[config.mk]
export PLATFORM = sky130hd
export DESIGN_NAME = input_persist_filter
export DESIGN_NICKNAME = d
export VERILOG_FILES = /design/src/rtl/persist_pkg.sv /design/src/rtl/persist_sync2.sv /design/src/rtl/persist_tick_gen.sv /design/src/rtl/persist_channel.sv /design/src/rtl/input_persist_filter.sv
export SDC_FILE = /design/constraint.sdc
export NUM_CORES = 1
export LEC_CHECK = 0
export ABC_AREA = 1
export BUFFER_PORTS_ARGS = -buffer_cell sky130_fd_sc_hd__buf_2
export CAP_MARGIN = 10
export CORE_MARGIN = 2
export CORE_UTILIZATION = 40
export DETAILED_ROUTE_END_ITERATION = 12
export GPL_TIMING_DRIVEN = 0
export PLACE_DENSITY_LB_ADDON = 0.05
export SYNTH_ARGS = -nofsm -noshare
export SYNTH_HDL_FRONTEND = slang
export SYNTH_HIERARCHICAL = 1
export SYNTH_SLANG_ARGS = --single-unit
[constraint.sdc]
create_clock -name clk -period 6.45 [get_ports clk]
set_input_delay 0.3225 -clock clk [delete_from_list [all_inputs] [get_ports clk]]
set_output_delay 0.3225 -clock clk [all_outputs]
set_load 0.05 [all_outputs]
[src/rtl/persist_pkg.sv]
package persist_pkg;

  // width of one duration setting
  localparam int unsigned THR_W = 8;
  // running count must hold 2*(2^THR_W - 1)
  localparam int unsigned CNT_W = THR_W + 1;

  typedef enum logic [1:0] {
    ACT_HOLD   = 2'd0,  // nothing to do this cycle
    ACT_CLEAR  = 2'd1,  // count back to zero
    ACT_COUNT  = 2'd2,  // one more differing sample
    ACT_ACCEPT = 2'd3   // new level accepted
  } ch_action_e;

  // number of 32 us samples that form the programmed window
  function automatic logic [CNT_W-1:0] window_samples(input logic [THR_W-1:0] thr);
    return {thr, 1'b0};
  endfunction

  // true when the sample count reached after this strobe closes the window
  function automatic logic window_closed(input logic [CNT_W-1:0] next_cnt,
                                         input logic [THR_W-1:0] thr);
    if (thr == '0) return 1'b1;
    return next_cnt >= window_samples(thr);
  endfunction

endpackage

[src/rtl/persist_sync2.sv]
module persist_sync2 #(
  parameter int unsigned W = 2
) (
  input  logic         clk,
  input  logic         rst_n,
  input  logic [W-1:0] d,
  output logic [W-1:0] q
);

  logic [W-1:0] stage1;
  logic [W-1:0] stage2;

  always_ff @(posedge clk or negedge rst_n) begin
    if (!rst_n) begin
      stage1 <= '0;
      stage2 <= '0;
    end else begin
      stage1 <= d;
      stage2 <= stage1;
    end
  end

  assign q = stage2;

endmodule

[src/rtl/persist_tick_gen.sv]
module persist_tick_gen #(
  parameter int unsigned TICK_DIV = 4000,
  parameter bit          EXT_TICK = 1'b0
) (
  input  logic clk,
  input  logic rst_n,
  input  logic ext_tick,
  output logic tick
);

  generate
    if (EXT_TICK) begin : g_ext
      logic unused_clk_rst;
      assign unused_clk_rst = clk ^ rst_n;
      assign tick = ext_tick;
    end else begin : g_div
      localparam int unsigned DW = (TICK_DIV > 2) ? $clog2(TICK_DIV) : 1;
      localparam logic [DW-1:0] LAST = DW'(TICK_DIV - 1);

      logic [DW-1:0] div_cnt;
      logic          unused_ext;

      assign unused_ext = ext_tick;

      always_ff @(posedge clk or negedge rst_n) begin
        if (!rst_n) begin
          div_cnt <= '0;
        end else if (div_cnt == LAST) begin
          div_cnt <= '0;
        end else begin
          div_cnt <= div_cnt + 1'b1;
        end
      end

      assign tick = (div_cnt == LAST);
    end
  endgenerate

endmodule

[src/rtl/persist_channel.sv]
module persist_channel
  import persist_pkg::*;
(
  input  logic             clk,
  input  logic             rst_n,
  input  logic             ready,
  input  logic             tick,
  input  logic             smp,
  input  logic [THR_W-1:0] thr,
  output logic             level,
  output logic             pulse,
  output logic [CNT_W-1:0] run_cnt,
  output ch_action_e       action
);

  logic [THR_W-1:0] thr_q;
  logic             thr_moved;
  logic [CNT_W-1:0] cnt_next;

  assign thr_moved = (thr != thr_q);
  assign cnt_next  = run_cnt + 1'b1;

  always_comb begin
    if (!ready) begin
      action = ACT_HOLD;
    end else if (thr_moved) begin
      action = ACT_CLEAR;
    end else if (!tick) begin
      action = ACT_HOLD;
    end else if (smp == level) begin
      action = ACT_CLEAR;
    end else if (window_closed(cnt_next, thr)) begin
      action = ACT_ACCEPT;
    end else begin
      action = ACT_COUNT;
    end
  end

  always_ff @(posedge clk or negedge rst_n) begin
    if (!rst_n) begin
      level   <= 1'b0;
      pulse   <= 1'b0;
      run_cnt <= '0;
      thr_q   <= '0;
    end else if (!ready) begin
      level   <= smp;
      pulse   <= 1'b0;
      run_cnt <= '0;
      thr_q   <= thr;
    end else begin
      thr_q <= thr;
      pulse <= 1'b0;
      unique case (action)
        ACT_CLEAR:  run_cnt <= '0;
        ACT_COUNT:  run_cnt <= cnt_next;
        ACT_ACCEPT: begin
          run_cnt <= '0;
          level   <= smp;
          pulse   <= 1'b1;
        end
        default:    run_cnt <= run_cnt;
      endcase
    end
  end

endmodule

[src/rtl/input_persist_filter.sv]
module input_persist_filter
  import persist_pkg::*;
#(
  parameter int unsigned TICK_DIV = 4000,
  parameter bit          EXT_TICK = 1'b0
) (
  input  logic             clk,
  input  logic             rst_n,
  input  logic             ext_tick,
  input  logic [1:0]       raw_in,
  input  logic [THR_W-1:0] thr_a,
  input  logic [THR_W-1:0] thr_b,
  output logic [1:0]       level_out,
  output logic [1:0]       change_pulse
);

  localparam int unsigned N_CH = 2;

  // named internal events, brought out for the checker
  logic                 smp_tick;
  logic [N_CH-1:0]      sync_lvl;
  logic                 ready;
  logic [1:0]           settle;
  logic [THR_W-1:0]     thr_vec [N_CH];
  logic [CNT_W-1:0]     run_cnt [N_CH];
  ch_action_e           ch_act  [N_CH];
  logic [CNT_W-1:0]     run_cnt_a;
  logic [CNT_W-1:0]     run_cnt_b;

  assign thr_vec[0] = thr_a;
  assign thr_vec[1] = thr_b;
  assign run_cnt_a  = run_cnt[0];
  assign run_cnt_b  = run_cnt[1];

  persist_tick_gen #(
    .TICK_DIV (TICK_DIV),
    .EXT_TICK (EXT_TICK)
  ) u_tick (
    .clk      (clk),
    .rst_n    (rst_n),
    .ext_tick (ext_tick),
    .tick     (smp_tick)
  );

  persist_sync2 #(.W(N_CH)) u_sync (
    .clk   (clk),
    .rst_n (rst_n),
    .d     (raw_in),
    .q     (sync_lvl)
  );

  // wait until the synchronizer holds real input values
  always_ff @(posedge clk or negedge rst_n) begin
    if (!rst_n) begin
      settle <= '0;
    end else if (settle != 2'd3) begin
      settle <= settle + 1'b1;
    end
  end

  assign ready = (settle == 2'd3);

  generate
    for (genvar i = 0; i < N_CH; i++) begin : g_ch
      persist_channel u_ch (
        .clk     (clk),
        .rst_n   (rst_n),
        .ready   (ready),
        .tick    (smp_tick),
        .smp     (sync_lvl[i]),
        .thr     (thr_vec[i]),
        .level   (level_out[i]),
        .pulse   (change_pulse[i]),
        .run_cnt (run_cnt[i]),
        .action  (ch_act[i])
      );
    end
  endgenerate

endmodule

==> results.cfg <==
[timing]
final_max_slew_viol_count = 0
final.setup_skew_ns = 0.00345
setup_violations = 0
grt_setup_unrepaired = no
timing.final.ws_setup_ns = 3.90
worstMarginPinSlew_ns = 0.457
period_share_pct = 39.5
clock.fmax_mhz = 392
tns_ns = 0
hold_viol_final = 0
timing.final.crit_period_ns = 2.55
max_slew_margin_pct = 69.5

[cts]
cts_buffers = 5
cts_root_buf = clkbuf_8
ctsLongestPathBuffers = 2
insertion_delay_ns = 0.30
cts_resized = 0
cts_tree = built
clkSlewWorstSetupHoldPaths_ns = 0.10
h-tree-depth = 2
cts.sinks = 56

[die]
rows = 33
core_area_um2 = 8130
fp.dieH_um = 95.2
io_pins = 25
start_util_pct = 40.9
dieArea_um2 = 9070
die_x_um = 95.2

[logic_synthesis]
netlist_instances = 411
syn-cell-area_um2 = 3330
synth_warnings = 6
syn_nets = 453
syn_avg_cell_area_um2 = 8.10

[setup_path]
critPathTopFamily = simple AND/OR/NAND/NOR gates
critPathBufInv = 4
rr_worst_depth = 18
worstSetupStartpointType = flip-flop
cpPeakStageDelay_ns = 0.42
crit_path_end_kind = flip-flop
path_class = reg2reg
crit_chain = ha_1 > nand3_1 > nor2_1 > nand4_1 > xor2_1 > inv_1 > ha_1 > inv_1 > nor2_1 > nand3_1 > nand2_1 > inv_1 > nand3_1 > nand2_2 > nand2_4 > inv_2 > nand2_1 > nand2_1
rrSetupSlack_ns = 3.90
required_ns = 6.66
arrival_ns = 2.76
critPathMaxFanout = 8
reg2reg_to = g_ch[0].u_ch/run_cnt[7]
critPathSlowestCell = dfrtp_1
worstReg2RegStart = g_ch[0].u_ch/run_cnt[0]

[routing]
detail-route-antenna-nets = 0
vias = 2444
drtIter0Drc = 83
drc = 0
drtPass1Iterations = 4
totalWireLength_um = 6300
wire_per_inst_um = 11.5
via_per_inst = 4.45

[flow_run]
maxCapViolCount = 0

[placement]
portBuffers = 23
post-place-ws_ns = 3.91
place.gp.congestion = 0.741
hpwl_um = 4900
postPlaceCellArea_um2 = 3590

[power]
leakagePower_nw = 2.10
switching_share_pct = 24.5
irDropWorstVdd_uv = 80.8
intPower_uw = 465
p_switching_uw = 151
p_seq_share_pct = 58.7
p_per_area_nw_per_um2 = 166
power_uw = 616
power.share.clock_pct = 32.8
p_comb_share_pct = 8.5

[cells_and_area]
final_area_um2 = 3700
nNetsFinal = 485
antenna_cells = 0
drive_above_1_share_pct = 17.6
syn2layout_area_growth_pct = 11.1
mostFrequentLayoutCell = nand2_1
most-common-layout-cells = 112 x nand2_1, 68 x inv_1, 56 x dfrtp_1, 37 x nor2_1, 23 x buf_2

[global_route]
grt_pass1_vias = 2373
grt.total_usage_pct = 15.6
overflow = 0
grt_max_degree = 39
grt_pass1_wl_um = 11000
antenna_found_initial = 0

[worst_hold_path]
hp-start = raw_in[1]
holdPathStages = 1
hold_end = u_sync/stage1[1]
hp-class = in2reg

[outcome]
outcome = completed
[flip-flops by register name, indices dropped and copies added, names as in the netlist]
name	cells
u_sync/stage1	2
u_sync/q	2
settle	2
g_ch.u_ch/run_cnt	18
g_ch.u_ch/pulse	2
g_ch.u_ch/level	2
u_tick/g_div.div_cnt	12
g_ch.u_ch/thr_q	16
[metrics by stage]
stage	utilization, %	instances	hold slack, ns
6_report	45.5	549	0.115
5_1_grt	45.5	549	0.0887
4_1_cts	45.5	549	0.0995
3_5_place_dp	44.2	540	0.309
3_3_place_gp	43.9	539	0.336
2_1_floorplan	-	411	0.0269
[power by group through the flow]
stage               Combinational [mW]  Sequential [mW]  Clock, mW
finish                          0.0523            0.361      0.202
global route                    0.0618            0.362      0.231
CTS                             0.0542            0.361      0.217
detailed placement              0.0535            0.368          0
global placement                0.0515            0.368          0
floorplan                       0.0259            0.370          0
[final cells by class]
cell class                      instances  area [um2]
Fill cell                             838        4440
Multi-Input combinational cell        274        1620
Sequential cell                        56        1400
Inverter                               81         304
Timing Repair Buffer                   25         145
Tap cell                              105         131
Clock buffer                            7        86.3
Clock inverter                          1        7.51
[how the worst max path moves through the flow]
stage	startpoint	endpoint	slack, ns	cells after the start
detailed placement	g_ch[0].u_ch/run_cnt[0]	g_ch[0].u_ch/run_cnt[2]	3.91	18
floorplan	g_ch[0].u_ch/run_cnt[0]	g_ch[0].u_ch/run_cnt[7]	4.21	18
global placement	g_ch[0].u_ch/run_cnt[0]	g_ch[0].u_ch/run_cnt[7]	3.91	18
CTS	g_ch[0].u_ch/run_cnt[0]	g_ch[0].u_ch/run_cnt[7]	3.90	18
global route	g_ch[0].u_ch/run_cnt[0]	g_ch[0].u_ch/run_cnt[7]	3.57	18
finish	g_ch[0].u_ch/run_cnt[0]	g_ch[0].u_ch/run_cnt[7]	3.90	18
[metal layers]
layer  global-route usage [%]  vias up  wire (um)
met3                     2.85        2        193
li1                         -     1311          -
met2                     24.6       29       2810
met1                     22.2     1102       3260
met4                     3.86        0         33
met5                        0        -          0
[timing repair]
| action | in CTS | in global routing |
|---|---|---|
| setup buffers | 0 | 0 |
| endpoints found under the hold margin | 18 | 0 |
| hold buffers | 1 | 0 |
(Power assumes the default switching activity.)
